### config.mk
export PLATFORM = sky130hd
export DESIGN_NAME = ninebit_addr_rx
export DESIGN_NICKNAME = d
export VERILOG_FILES = /design/src/rtl/ninebit_rx_pkg.sv /design/src/rtl/ninebit_rx_sync.sv /design/src/rtl/ninebit_rx_voter.sv /design/src/rtl/ninebit_rx_addr_match.sv /design/src/rtl/ninebit_addr_rx.sv
export SDC_FILE = /design/constraint.sdc
export NUM_CORES = 1
export LEC_CHECK = 0
export ABC_AREA = 1
export BUFFER_PORTS_ARGS = -buffer_cell sky130_fd_sc_hd__buf_4
export CELL_PAD_IN_SITES_DETAIL_PLACEMENT = 2
export CELL_PAD_IN_SITES_GLOBAL_PLACEMENT = 2
export CORE_ASPECT_RATIO = 2
export CORE_MARGIN = 2
export CORE_UTILIZATION = 29
export CTS_CLUSTER_SIZE = 25
export DETAILED_ROUTE_END_ITERATION = 12
export GPL_TIMING_DRIVEN = 0
export PLACE_DENSITY_LB_ADDON = 0.1
export SYNTH_ARGS = -nofsm -noshare
export SYNTH_HDL_FRONTEND = slang
export SYNTH_SLANG_ARGS = --single-unit
### constraint.sdc
create_clock -name clk -period 1.5 [get_ports clk]
set_input_delay 0.075 -clock clk [delete_from_list [all_inputs] [get_ports clk]]
set_output_delay 0.075 -clock clk [all_outputs]
set_load 0.01 [all_outputs]
### src/rtl/ninebit_rx_pkg.sv
`timescale 1ns/1ps
package ninebit_rx_pkg;

    typedef enum logic [2:0] {
        RX_HUNT,
        RX_START,
        RX_DATA,
        RX_NINTH,
        RX_STOP
    } rx_state_t;

    function automatic logic vote3(input logic a, input logic b, input logic c);
        return (a & b) | (a & c) | (b & c);
    endfunction

endpackage

### src/rtl/ninebit_rx_sync.sv
`timescale 1ns/1ps
module ninebit_rx_sync #(
    parameter int   STAGES    = 2,
    parameter logic RESET_VAL = 1'b1
) (
    input  logic clk,
    input  logic rst_n,
    input  logic d,
    output logic q
);

    generate
        if (STAGES <= 1) begin : g_single
            logic stage_q;
            always_ff @(posedge clk or negedge rst_n) begin
                if (!rst_n) stage_q <= RESET_VAL;
                else        stage_q <= d;
            end
            assign q = stage_q;
        end else begin : g_chain
            logic [STAGES-1:0] chain_q;
            always_ff @(posedge clk or negedge rst_n) begin
                if (!rst_n) chain_q <= {STAGES{RESET_VAL}};
                else        chain_q <= {chain_q[STAGES-2:0], d};
            end
            assign q = chain_q[STAGES-1];
        end
    endgenerate

endmodule

### src/rtl/ninebit_rx_voter.sv
`timescale 1ns/1ps
module ninebit_rx_voter
    import ninebit_rx_pkg::*;
#(
    parameter int OVS   = 16,
    parameter int CNT_W = 4
) (
    input  logic             clk,
    input  logic             rst_n,
    input  logic             tick,
    input  logic             line,
    input  logic [CNT_W-1:0] phase,
    output logic             bit_val,
    output logic             vote_now
);

    localparam int MID_PH   = OVS / 2;
    localparam int EARLY_PH = MID_PH - 1;
    localparam int LATE_PH  = MID_PH + 1;

    logic early_q;
    logic mid_q;

    always_ff @(posedge clk or negedge rst_n) begin
        if (!rst_n) begin
            early_q <= 1'b1;
            mid_q   <= 1'b1;
        end else if (tick) begin
            if (phase == CNT_W'(EARLY_PH)) early_q <= line;
            if (phase == CNT_W'(MID_PH))   mid_q   <= line;
        end
    end

    assign vote_now = tick && (phase == CNT_W'(LATE_PH));
    assign bit_val  = vote3(early_q, mid_q, line);

endmodule

### src/rtl/ninebit_rx_addr_match.sv
`timescale 1ns/1ps
module ninebit_rx_addr_match #(
    parameter int W = 8
) (
    input  logic [W-1:0] byte_in,
    input  logic [W-1:0] own_addr,
    input  logic [W-1:0] care_mask,
    output logic         hit
);

    logic [W-1:0] bcast_pat;
    logic         own_hit;
    logic         bcast_hit;

    always_comb begin
        bcast_pat = own_addr | care_mask;
        own_hit   = ((byte_in ^ own_addr) & care_mask) == '0;
        bcast_hit = (byte_in & bcast_pat) == bcast_pat;
        hit       = own_hit | bcast_hit;
    end

endmodule

### src/rtl/ninebit_addr_rx.sv
`timescale 1ns/1ps
module ninebit_addr_rx
    import ninebit_rx_pkg::*;
#(
    parameter int DW          = 8,
    parameter int OVS         = 16,
    parameter int SYNC_STAGES = 2
) (
    input  logic          clk,
    input  logic          rst_n,
    input  logic          ser_in,
    input  logic          tick16,
    input  logic          rx_en,
    input  logic          mp_mode,
    input  logic [DW-1:0] own_addr,
    input  logic [DW-1:0] care_mask,
    input  logic          flag_clr,
    output logic [DW-1:0] rx_data,
    output logic          rx_bit9,
    output logic          rx_flag,
    output logic          frame_err
);

    localparam int CNT_W = $clog2(OVS);
    localparam int IDX_W = (DW > 1) ? $clog2(DW) : 1;

    rx_state_t         state_q, state_d;
    logic              line_s;
    logic              line_prev;
    logic [CNT_W-1:0]  phase_q;
    logic [IDX_W-1:0]  idx_q;
    logic [DW-1:0]     shift_q;
    logic              ninth_q;
    logic              bit_val;
    logic              vote_now;
    logic              fall_seen;
    logic              last_phase;
    logic              addr_hit;
    logic              stop_done;
    logic              accept;

    ninebit_rx_sync #(
        .STAGES    (SYNC_STAGES),
        .RESET_VAL (1'b1)
    ) sync_i (
        .clk   (clk),
        .rst_n (rst_n),
        .d     (ser_in),
        .q     (line_s)
    );

    ninebit_rx_voter #(
        .OVS   (OVS),
        .CNT_W (CNT_W)
    ) voter_i (
        .clk      (clk),
        .rst_n    (rst_n),
        .tick     (tick16),
        .line     (line_s),
        .phase    (phase_q),
        .bit_val  (bit_val),
        .vote_now (vote_now)
    );

    ninebit_rx_addr_match #(
        .W (DW)
    ) match_i (
        .byte_in   (shift_q),
        .own_addr  (own_addr),
        .care_mask (care_mask),
        .hit       (addr_hit)
    );

    assign fall_seen  = tick16 && rx_en && line_prev && !line_s;
    assign last_phase = tick16 && (phase_q == CNT_W'(OVS - 1));

    // next-state logic
    always_comb begin
        state_d = state_q;
        unique case (state_q)
            RX_HUNT: begin
                if (fall_seen) state_d = RX_START;
            end
            RX_START: begin
                if (vote_now && bit_val)  state_d = RX_HUNT;
                else if (last_phase)      state_d = RX_DATA;
            end
            RX_DATA: begin
                if (last_phase && (idx_q == IDX_W'(DW - 1))) state_d = RX_NINTH;
            end
            RX_NINTH: begin
                if (last_phase) state_d = RX_STOP;
            end
            RX_STOP: begin
                if (vote_now) state_d = RX_HUNT;
            end
            default: state_d = RX_HUNT;
        endcase
        if (!rx_en) state_d = RX_HUNT;
    end

    // state register and frame datapath
    always_ff @(posedge clk or negedge rst_n) begin
        if (!rst_n) begin
            state_q   <= RX_HUNT;
            phase_q   <= '0;
            idx_q     <= '0;
            line_prev <= 1'b1;
            shift_q   <= '0;
            ninth_q   <= 1'b0;
        end else begin
            state_q <= state_d;
            if (tick16) line_prev <= line_s;

            if (state_q == RX_HUNT || state_d == RX_HUNT) begin
                phase_q <= (state_d == RX_START) ? CNT_W'(1) : '0;
            end else if (tick16) begin
                phase_q <= (phase_q == CNT_W'(OVS - 1)) ? '0 : phase_q + CNT_W'(1);
            end

            if (state_q != RX_DATA)  idx_q <= '0;
            else if (last_phase)     idx_q <= idx_q + IDX_W'(1);

            if (state_q == RX_DATA && vote_now)
                shift_q <= {bit_val, shift_q[DW-1:1]};

            if (state_q == RX_NINTH && vote_now)
                ninth_q <= bit_val;
        end
    end

    assign stop_done = (state_q == RX_STOP) && vote_now && rx_en;
    assign accept    = !mp_mode || (ninth_q && addr_hit);

    // output registers
    always_ff @(posedge clk or negedge rst_n) begin
        if (!rst_n) begin
            rx_data   <= '0;
            rx_bit9   <= 1'b0;
            rx_flag   <= 1'b0;
            frame_err <= 1'b0;
        end else begin
            if (stop_done) frame_err <= !bit_val;
            if (stop_done && !rx_flag && accept) begin
                rx_data <= shift_q;
                rx_bit9 <= ninth_q;
                rx_flag <= 1'b1;
            end else if (flag_clr) begin
                rx_flag <= 1'b0;
            end
        end
    end

endmodule

# Word-level counts from Yosys, hierarchy flattened
# Cells that the tools add are included.
# totals
regBits	35
in_bits	23
word_cells	81
# classes
mux	16
bitwise	10
add_sub_neg	2
n_eq_ne	12
reduce_logical	28
# ops
cell	count
two-way mux 3 bit	9
bitwise AND 8 bit	2
one-hot mux 3 bit (5 select lines)	1
logical AND 1 bit	14
== test 4 bit (second input constant)	3
two-way mux 4 bit	3
== test 8 bit	1
logical NOT 8 bit	1
bitwise OR 8 bit	1
XOR 8 bit	1
== test 3 x 1 -> 1 bit (second input constant)	2
== test 3 x 2 -> 1 bit (second input constant)	2
== test 3 bit (second input constant)	2
logical NOT 3 bit	2
nonzero test 2 bit	3
adder 4 x 1 -> 4 bit (second input constant)	1
== test 4 x 3 -> 1 bit (second input constant)	1
logical NOT 1 bit	4
AND reduction 2 bit	2
adder 3 x 1 -> 3 bit (second input constant)	1
bitwise AND 1 bit	3
two-way mux 1 bit	3
inequality test 3 x 2 -> 1 bit (second input constant)	1
bitwise OR 1 bit	3
logical OR 1 bit	2

# Longest topological paths before layout
# Gate-level depths: netlist of the first run.
# logic_depth
depth_word	10
ltp_mapped	12

# Cells and area by module
# From an unflattened synthesis of the first run, not the netlist that was laid out.
# unflattened
hier_cells	244
hier_area_um2	1928.1
# modules_own_cells
mod	area_per_inst_um2	instances	cells_each
ninebit_addr_rx	1468.9	1	159
ninebit_rx_addr_match	261.5	1	63
ninebit_rx_voter	145.1	1	20
ninebit_rx_sync	52.6	1	2

# Worst setup path after synthesis of the first run
# No wires, ideal clock.
# synth_timing
path_kind	flip-flop to flip-flop
start	reg phase_q[0]
end	reg phase_q[0]
stages_incl_launch_ff	11
slack_ns	-0.012
t_required_ns	1.374
arrival_time_ns	1.386
path_cell_list	dfrtp_1 -> ha_1 -> nand3_2 -> nor2_4 -> nand2_1 -> nand3_2 -> o21ai_2 -> nand2_4 -> nand3_4 -> nor2_2 -> nor2_2
# synth_between
elab_chain_cells	9
word_cells_on_any_way	22
classes_between	add/sub (1); eq/ne (3); mux (11); reduce/logical (7)
# synth_rtl
item	line	rtl
start: declaration	ninebit_addr_rx.sv:30	logic [CNT_W-1:0] phase_q;
start signal: assignment	ninebit_addr_rx.sv:116	phase_q <= (state_d == RX_START) ? CNT_W'(1) : '0;
start signal: assignment	ninebit_addr_rx.sv:118	phase_q <= (phase_q == CNT_W'(OVS - 1)) ? '0 : phase_q + CNT_W'(1);
== test 4 bit, on equally long branches	ninebit_addr_rx.sv:75, ninebit_addr_rx.sv:118, ninebit_rx_voter.sv:34	
logical AND 1 bit, on equally long branches	ninebit_addr_rx.sv:75, ninebit_rx_voter.sv:34	
two-way mux 3 bit (tied with other cells)	ninebit_addr_rx.sv:86	else if (last_phase) state_d = RX_DATA;
two-way mux 3 bit, on equally long branches	ninebit_addr_rx.sv:85, ninebit_addr_rx.sv:89	
one-hot mux 3 bit (5 select lines)	ninebit_addr_rx.sv:80	unique case (state_q)
two-way mux 3 bit	ninebit_addr_rx.sv:99	if (!rx_en) state_d = RX_HUNT;
== test 3 x 1 -> 1 bit or logical NOT 3 bit (tied branches)	ninebit_addr_rx.sv:116, ninebit_addr_rx.sv:115	
two-way mux 1 bit or logical OR 1 bit (tied branches)	ninebit_addr_rx.sv:116, ninebit_addr_rx.sv:115	
two-way mux 4 bit or nonzero test 2 bit (tied branches)	n/a	
# Several ways; a longest one is shown, not always the timed one. The select of a mux whose other input is x is not followed.
# A chain may end at the register's enable or synchronous reset.

# Final worst setup path of the first run
# layout_timing
start	reg phase_q[1]
end	reg rx_data[4]
# layout_between
elab_chain_cells	6
# layout_rtl
item	line	rtl
== test 4 bit	ninebit_rx_voter.sv:34	assign vote_now = tick && (phase == CNT_W'(LATE_PH));
logical AND 1 bit	ninebit_rx_voter.sv:34	
logical AND 1 bit (2 in series)	ninebit_addr_rx.sv:132	assign stop_done = (state_q == RX_STOP) && vote_now && rx_en;
logical AND 1 bit (2 in series)	ninebit_addr_rx.sv:144	if (stop_done && !rx_flag && accept) begin
end signal: assignment	ninebit_addr_rx.sv:145	rx_data <= shift_q;
end: declaration	ninebit_addr_rx.sv:18	output logic [DW-1:0] rx_data,
# Every way passes these cells.

==> out/results.ini, run 1 <==
[final_layout]
syn_to_final_growth_pct=52.3
diodes=0
fin_nets=332
fillCellCount=769
final_core_util_pct=45.1
final_layout_size_suffix_gt1_share_pct=46.9
stdcell_count=393

[worst_setup_path]
critical_path_class=register to register
crit_arrival_ps=1790
crit_path_end_kind=register
max_stage_delay_ps=400
startpoint=phase_q[1]$_DFFE_PN0P_
crit_fanout=6
path_delay_family=simple AND/OR/NAND/NOR gates
reg2reg_from=phase_q[1]$_DFFE_PN0P_
crit_chain=inv_2 -> ha_4 -> nand3_4 -> nor2_4 -> nand3_4 -> nor2_8 -> nand2_8 -> nand2_2 -> nand2_1
r2r_slack_ps=-120
crit_slowest_cell=dfrtp_1
critPathLaunchType=register
critPathRequiredTime_ps=1670
critPathBufInv=1
cp_common_cell=nand3_4

[timing]
period_share_pct=108
finalSetupViolations=14
rsz0062_at_grt=true
hold_viol=0
fmax_ghz=0.619
finClkSkew_ps=7.12
tightest_slew_ps=479
finalWorstSetupSlack_ps=-116
max_slew_margin_pct=68.1
period_needed_ps=1620
tns_ps=-1030
slew_violations=0

[route]
num_vias=1892
wl_per_cell_um=16.3
first_pass_iters=4
drtIter0Drc=40
remaining_drc_errors=0
drt_wl_total_um=6400
postRouteAntennaNets=0
drt-vias-per-instance=4.81

[clock_network]
worst_setup_hold_path_clk_slew_ps=50
root_buffer=clkbuf_16
clock_sinks=35
cts_tree=done
htree_levels=2
clk_latency_ps=290
cts_buffers=5
cts.path.max_buffers=2

[placement]
gp_congestion=0.751
dp_hpwl_um=4300
placed_cells=355
placement.io_buffers=32

[synthesis]
synth_flop_cell=dfrtp_1
synth.distinct_cells=33
syn-num-nets=263
synthCells=235
yosysTopAreaCellShare_pct=38.6
ys_warn_count=0
synth_area_leaders=dfrtp_1, nand2_1, dfstp_2, nand3_1, nor2_1
synthArstFlopShare_pct=100
avgSynthCellArea_um2=8.27
synth_area_mm2=0.00194
synth_edf_count=0
synth_area_leader_cell=dfrtp_1
ys_ff_latch=35
seq_area_frac_synth_pct=45.4

[floorplan]
core-area_mm2=0.00657
num_rows=42
die_h_um=120
initial_core_util_pct=29.6
io_pins=34
dieArea_mm2=0.00742
die_w_um=61.9

[power_and_ir_drop]
powerDensity_mw_per_mm2=768
leakage_nw=1.36
peakVddDrop_mv=0.592

[global_routing]
grt-ovfl-total=0
antenna_found_initial=0
grt_pass1_vias=2213
grt_max_degree=36
track_usage_pct=19.1
grt_pass1_wl_um=10200

[status]
failed_checks=negative setup slack
status=finished with violations

[job]
cap_violations=0

[hold_path]
worstHoldStart=rx_en
hold_class=primary input to register

## worst register-to-register path: stages (launching register included)
cell	delay, ps
dfrtp_1	400
inv_2	90
ha_4	150
nand3_4	60
nor2_4	170
nand3_4	130
nor2_8	240
nand2_8	120
nand2_2	80
nand2_1	60
## sequential cells by signal, summed over array words and instances (netlist names)
register and flops:
voter_i.mid_q 1, state_q 3, voter_i.early_q 1, phase_q 4
rx_bit9 1, shift_q 8, frame_err 1, ninth_q 1
rx_flag 1, sync_i.g_chain.chain_q 2, idx_q 3, rx_data 8
line_prev 1
## report_power, final
part / switching (mW) / leakage (nW) / internal (mW)
Sequential: 0.00656 / 0.451 / 0.957
Combinational: 0.108 / 0.833 / 0.0899
Clock: 0.406 / 0.0772 / 0.707
Total: 0.521 / 1.36 / 1.75
## cells in the mapped netlist (2+ instances only)
master,n
nand2_1,62
o21ai_0,16
nand4_1,4
nand2_2,3
o21a_1,2
or2_2,3
dfstp_2,5
dfrtp_1,30
o21ai_2,2
nor2_1,23
nor2_4,2
nand3_1,22
nor3_2,2
or2_1,4
a21oi_1,5
o22ai_1,2
inv_1,22
nand2_4,3
ha_1,5
nand3_2,4
nor2_2,2
## per-layer routing
metal	GRT usage, %	part of all wire, %	wire [um]	vias up
li1	-	-	-	907
met1	16.1	32	2030	951
met2	39.0	64	4080	26
met3	2.91	2.3	149	8
met4	7.71	2.2	140	0
met5	0	0	0	-
## metrics by stage
step / setup WS, ps / total power, mW / area, um^2 / hold slack (ps)
CTS: -98.6 / 2.29 / 2860 / 68.6
global route: -227 / 2.37 / 2960 / 88.6
floorplan: 22.3 / 1.04 / 1950 / -221
detailed placement: -316 / 1.14 / 2300 / 71.5
global placement: -257 / 1.13 / 2300 / 71.3
finish: -116 / 2.27 / 2960 / 62.3
## path summary, 6_finish.rpt
| kind | endpoint | cells past startpoint |
|---|---|---|
| min reg2reg | sync_i.g_chain.chain_q[1]$_DFF_PN1_ | 0 |
| max reg2reg | rx_data[4]$_DFFE_PN0P_ | 9 |
| min | state_q[1]$_DFF_PN0_ | 3 |
| min in group asynchronous | phase_q[3]$_DFFE_PN0P_ | 2 |
| max | rx_data[4]$_DFFE_PN0P_ | 9 |
| max in group asynchronous | line_prev$_DFFE_PN1P_ | 2 |
## cell type report
class / count / area [um^2] / share of cell area [%]
Clock buffer: 8 / 156 / 5.28
Sequential cell: 35 / 890 / 30.1
Buffer: 1 / 11.3 / 0.380
Timing Repair Buffer: 62 / 495 / 16.7
Tap cell: 88 / 110 / 3.72
Inverter: 23 / 91.3 / 3.09
Multi-Input combinational cell: 176 / 1210 / 40.7
## cell families (layout without fill, tap and decap cells)
family / count (synthesis) / in the layout / synth area share [%]
compound gates: 31 / 31 / 9.07
fa+ha+maj: 5 / 5 / 3.22
buf+inv: 25 / 94 / 5.53
flops: 35 / 35 / 45.4
simple gates: 139 / 140 / 36.8
## timing repair
action | in CTS | in global routing
setup endpoints to repair | 22 | 21
pin swaps | 26 | 16
gates resized for setup | 51 | 21
setup buffers | 24 | 3
gates cloned | 1 | 0
hold endpoints to repair | 32 | 0
hold buffers | 3 | 0
## layout by cell type (no fill, tap or decap), types with 2 or more instances in the layout
| cell | count |
|---|---|
| nand3_4 | 3 |
| o22ai_1 | 2 |
| ha_4 | 3 |
| or2_4 | 3 |
| nand2_1 | 49 |
| nand2_2 | 11 |
| or2_1 | 4 |
| buf_4 | 53 |
| inv_2 | 4 |
| dfstp_2 | 5 |
| a21oi_1 | 5 |
| dfrtp_1 | 24 |
| dlygate4sd3_1 | 3 |
| buf_6 | 7 |
| nor3_2 | 2 |
| nand4_1 | 4 |
| nand3_1 | 13 |
| o21ai_0 | 14 |
| nand2_8 | 4 |
| nor2_4 | 5 |
| nor2_2 | 6 |
| clkbuf_16 | 5 |
| nand3_2 | 11 |
| o21ai_2 | 4 |
| clkbuf_8 | 2 |
| o21a_1 | 2 |
| nor2_1 | 16 |
| nand2_4 | 5 |
| inv_1 | 18 |
| dfrtp_2 | 6 |
Note: power is estimated with default switching activity, not from simulation.
==> run 2, diff against run 1 <==
- CORE_ASPECT_RATIO: 2 -> not set
==> out/results.ini, run 2 (synthesized netlist as in run 1, its figures left out) <==
[floorplan]
initial_core_util_pct=30.3
die_w_um=85.9
die_h_um=85.9
dieArea_mm2=0.00738
num_rows=29
core-area_mm2=0.00642
io_pins=34

[clock_network]
worst_setup_hold_path_clk_slew_ps=70
htree_levels=2
clock_sinks=35
root_buffer=clkbuf_8
cts_buffers=5
clk_latency_ps=300
cts_tree=done
cts.path.max_buffers=2

[worst_setup_path]
crit_arrival_ps=1900
r2r_end=phase_q[0]$_DFFE_PN0P_
reg2reg_from=phase_q[1]$_DFFE_PN0P_
critPathLaunchType=register
crit_fanout=5
critPathBufInv=1
crit_chain=buf_6 -> ha_4 -> nand4_4 -> nor2_2 -> nor2_4 -> nand2_2 -> nand2_4 -> nand2_4 -> nand3_4 -> nor2_4 -> nor2_2
path_depth=11
crit_slowest_cell=dfrtp_1
critPathRequiredTime_ps=1680
rr_worst_depth=11
crit_path_end_kind=register
startpoint=phase_q[1]$_DFFE_PN0P_
r2r_slack_ps=-220
path_delay_family=simple AND/OR/NAND/NOR gates
worstSetupEndpoint=phase_q[0]$_DFFE_PN0P_
max_stage_delay_ps=390
critical_path_class=register to register

[global_routing]
grt-ovfl-total=0
grt_max_degree=36
grt_pass1_vias=2012
track_usage_pct=17.4
antenna_found_initial=0
grt_pass1_wl_um=9930

[route]
drt_wl_total_um=7230
remaining_drc_errors=0
postRouteAntennaNets=0
first_pass_iters=5
wl_per_cell_um=18.7
drtIter0Drc=47
drt-vias-per-instance=4.94
num_vias=1905

[power_and_ir_drop]
powerDensity_mw_per_mm2=640
leakage_nw=1.41
peakVddDrop_mv=0.459

[final_layout]
seqCellArea_um2=890
final_layout_size_suffix_gt1_share_pct=52.4
fillCellCount=694
final_common_cell=buf_4
stdcell_count=386
reg.largest.list=rx_data x8, shift_q x8, phase_q x4
fin_nets=336
diodes=0
multi_input_area_mm2=0.00131
syn_to_final_growth_pct=57.9
final_cell_mix=buf_4, nand2_1, dfrtp_1

[job]
cap_violations=0

[timing]
period_share_pct=114
finalWorstSetupSlack_ps=-215
max_slew_margin_pct=67.1
period_needed_ps=1720
tightest_slew_ps=493
slew_violations=0
fmax_ghz=0.583
tns_ps=-2280
finClkSkew_ps=6.86
hold_viol=0
rsz0062_at_grt=true
finalSetupViolations=18

[placement]
dp_hpwl_um=3940
gp_congestion=0.728
placement.io_buffers=32
placed_cells=344

[status]
failed_checks=negative setup slack
status=finished with violations

[hold_path]
hold_class=primary input to register

==> run 2: power breakdown <==
part           internal, mW  total, mW  switching [mW]
Combinational        0.0928      0.214           0.122
Sequential            0.955      0.962         0.00739
Clock                 0.420      0.788           0.368
==> run 2: per-layer routing <==
metal / up-vias / GRT usage, % / part of all wire [%]
met5: - / 0 / 0
li1: 922 / - / -
met1: 949 / 22.8 / 44
met3: 7 / 4.33 / 2.6
met2: 27 / 29.1 / 52
met4: 0 / 3.46 / 1.3
==> run 2: timing repair <==
| item | 4_1_cts | 5_1_grt |
|---|---|---|
| resized for setup | 38 | 69 |
| pin swaps | 25 | 26 |
| hold endpoints to repair | 32 | 0 |
| cloned | 2 | 1 |
| endpoints found under the setup margin | 22 | 24 |
| hold buffers | 3 | 0 |
| setup buffers | 18 | 10 |
==> run 2: worst min-delay path by stage <==
stage	startpoint	endpoint	slack (ps)	cells after the start
floorplan	rst_n	frame_err$_DFFE_PN0P_	-220	0
global placement	rst_n	idx_q[1]$_DFFE_PN0P_	70	1
detailed placement	rst_n	idx_q[1]$_DFFE_PN0P_	70	1
CTS	rx_en	state_q[1]$_DFF_PN0_	60	3
global route	tick16	line_prev$_DFFE_PN1P_	90	2
finish	tick16	line_prev$_DFFE_PN1P_	70	2
==> run 2: area by class of cell <==
class	instances	share of cell area (%)
Inverter	23	2.98
Sequential cell	35	29.0
Multi-Input combinational cell	177	42.6
Buffer	2	0.856
Timing Repair Buffer	64	18.2
Tap cell	77	3.14
Clock buffer	8	3.26
==> run 2: metrics by stage <==
step	worst slack, ps	util [%]	power [mW]	cell area [um^2]	hold WS [ps]
after floorplan	22.3	-	1.04	1950	-221
after global placement	-211	35.6	1.13	2280	72.5
after detailed placement	-256	35.6	1.13	2280	69.6
after CTS	-122	42.4	1.94	2720	57.7
after global routing	-334	47.8	2.05	3070	88.5
final	-215	47.8	1.96	3070	70.4
==> run 3, diff against run 2 <==
- CORE_MARGIN: 2 -> not set
==> out/results.ini, run 3 (synthesized netlist as in run 1, its figures left out) <==
[global_routing]
grt_max_degree=36
grt_pass1_vias=1950
track_usage_pct=17.3
antenna_found_initial=0
grt-ovfl-total=0
grt_pass1_wl_um=9540

[power_and_ir_drop]
powerDensity_mw_per_mm2=644
clkPwrFrac_pct=36.8
leakage_nw=1.34
internal_power_mw=1.37
pwr-share-comb_pct=10.4
peakVddDrop_mv=0.390
p_switching_mw=0.451
p_sw_share_pct=24.7
sequentialPowerShare_pct=52.7

[worst_setup_path]
rr_worst_depth=10
reg2reg_from=phase_q[1]$_DFFE_PN0P_
path_delay_family=buffers and inverters
crit_arrival_ps=1810
crit_fanout=8
crit_chain=inv_2 -> ha_4 -> nand3_4 -> nor2_4 -> buf_4 -> buf_6 -> nand2_8 -> buf_6 -> nand2_1 -> o21ai_1
critPathRequiredTime_ps=1670
r2r_end=shift_q[6]$_DFFE_PN0P_
crit_slowest_cell=dfrtp_1
critical_path_class=register to register
r2r_slack_ps=-150
critPathLaunchType=register
max_stage_delay_ps=430
crit_path_end_kind=register
critPathBufInv=4
cp_common_cell=buf_6

[route]
wl_per_cell_um=15.5
drt_wl_total_um=5900
num_vias=1845
postRouteAntennaNets=0
drt-vias-per-instance=4.84
remaining_drc_errors=4
first_pass_iters=8
drtIter0Drc=48

[placement]
dp_hpwl_um=3900
dpl_worst_slack_ps=-268
placement.io_buffers=32
gp_congestion=0.720

[timing]
period_needed_ps=1650
finalWorstSetupSlack_ps=-145
rsz0062_at_grt=true
finClkSkew_ps=4.36
max_slew_margin_pct=67.8
tightest_slew_ps=484
period_share_pct=110
slew_violations=0
tns_ps=-2290
hold_viol=0
finalSetupViolations=22
fmax_ghz=0.608

[floorplan]
core-area_mm2=0.00642
die_w_um=83.9
dieArea_mm2=0.00704
die_h_um=83.9
num_rows=29
io_pins=34
initial_core_util_pct=30.3

[final_layout]
syn_to_final_growth_pct=45.6
reg.largest.list=rx_data x8, shift_q x8, phase_q x4
final_layout_size_suffix_gt1_share_pct=42.8
fin_nets=331
final_common_cell=nand2_1
final_cell_mix=nand2_1, buf_4, dfrtp_1
diodes=0

[clock_network]
cts_buffers=5
clk_latency_ps=280
cts.path.max_buffers=2
root_buffer=clkbuf_8
worst_setup_hold_path_clk_slew_ps=70
clock_sinks=35
cts_tree=done
htree_levels=2

[status]
failed_checks=design-rule violations, negative setup slack
status=finished with violations

[hold_path]
worstHoldStart=rx_en
hold_class=primary input to register
hold_depth=3
holdPathEnd=state_q[1]$_DFF_PN0_

[job]
cap_violations=0

[run 3: changes by cell type in the layout (fill, tap and decap cells not counted), moves of 3 or more]
cell | before | now
nand2_8 | 5 | 2
buf_6 | 12 | 8
inv_1 | 16 | 20
o21ai_2 | 8 | 5
nand2_2 | 14 | 5
inv_2 | 6 | 2
o21ai_1 | 2 | 6
nand2_1 | 47 | 57
buf_4 | 48 | 51
[run 3: through the flow]
stage | hold WS, ps | area (um^2) | utilization [%] | power, mW | std cells
floorplan | -221 | 1950 | - | 1.04 | 235
global placement | 72.4 | 2280 | 35.6 | 1.13 | 344
detailed placement | 73.4 | 2280 | 35.6 | 1.13 | 344
CTS | 66.9 | 2660 | 41.4 | 1.83 | 371
global route | 87.0 | 2830 | 44.1 | 1.90 | 381
finish | 74.3 | 2830 | 44.1 | 1.82 | 381
[run 3: worst max path at each step]
stage	startpoint	endpoint	cells past startpoint
CTS	phase_q[1]$_DFFE_PN0P_	phase_q[1]$_DFFE_PN0P_	11
global placement	phase_q[1]$_DFFE_PN0P_	rx_data[6]$_DFFE_PN0P_	9
finish	phase_q[1]$_DFFE_PN0P_	shift_q[6]$_DFFE_PN0P_	10
detailed placement	phase_q[1]$_DFFE_PN0P_	shift_q[6]$_DFFE_PN0P_	7
global route	phase_q[1]$_DFFE_PN0P_	phase_q[0]$_DFFE_PN0P_	12
floorplan	phase_q[0]$_DFFE_PN0P_	phase_q[0]$_DFFE_PN0P_	10
[run 3: what timing repair did]
item / in CTS / in global routing
pin swaps: 12 / 25
gates cloned: 1 / 0
setup buffers: 15 / 12
endpoints found under the hold margin: 32 / 0
setup endpoints to repair: 23 / 24
hold buffers: 3 / 0
resized for setup: 35 / 31
[run 3: worst register-to-register path, delay by kind of cell, from the launching register on]
kind	cells	cell delay (ps)
buffers and inverters	4	510
AOI/OAI and AO/OA	1	70
DFF	1	430
and+or+nand+nor	4	380
adders and majority gates	1	150
[run 3: power groups by stage]
stage / clock [mW] / sequential, mW / combinational, mW
final: 0.672 / 0.961 / 0.190
after global routing: 0.726 / 0.962 / 0.212
after CTS: 0.692 / 0.961 / 0.180
after detailed placement: 0 / 0.978 / 0.156
after global placement: 0 / 0.978 / 0.152
after floorplan: 0 / 0.977 / 0.0649
[run 3: area by class of cell]
cell class                      instances  area, um^2
Clock buffer                            8        80.1
Timing Repair Buffer                   61         500
Sequential cell                        35         887
Tap cell                               77        96.3
Multi-Input combinational cell        175        1150
Inverter                               23        91.3
Fill cell                             705        3590
Buffer                                  2        22.5
[run 3: routing by layer]
metal / global-route usage [%] / share of wire, %
met1: 22.1 / 46
met2: 30.3 / 51
met3: 2.67 / 2.0
met4: 4.70 / 1.1
met5: 0 / 0
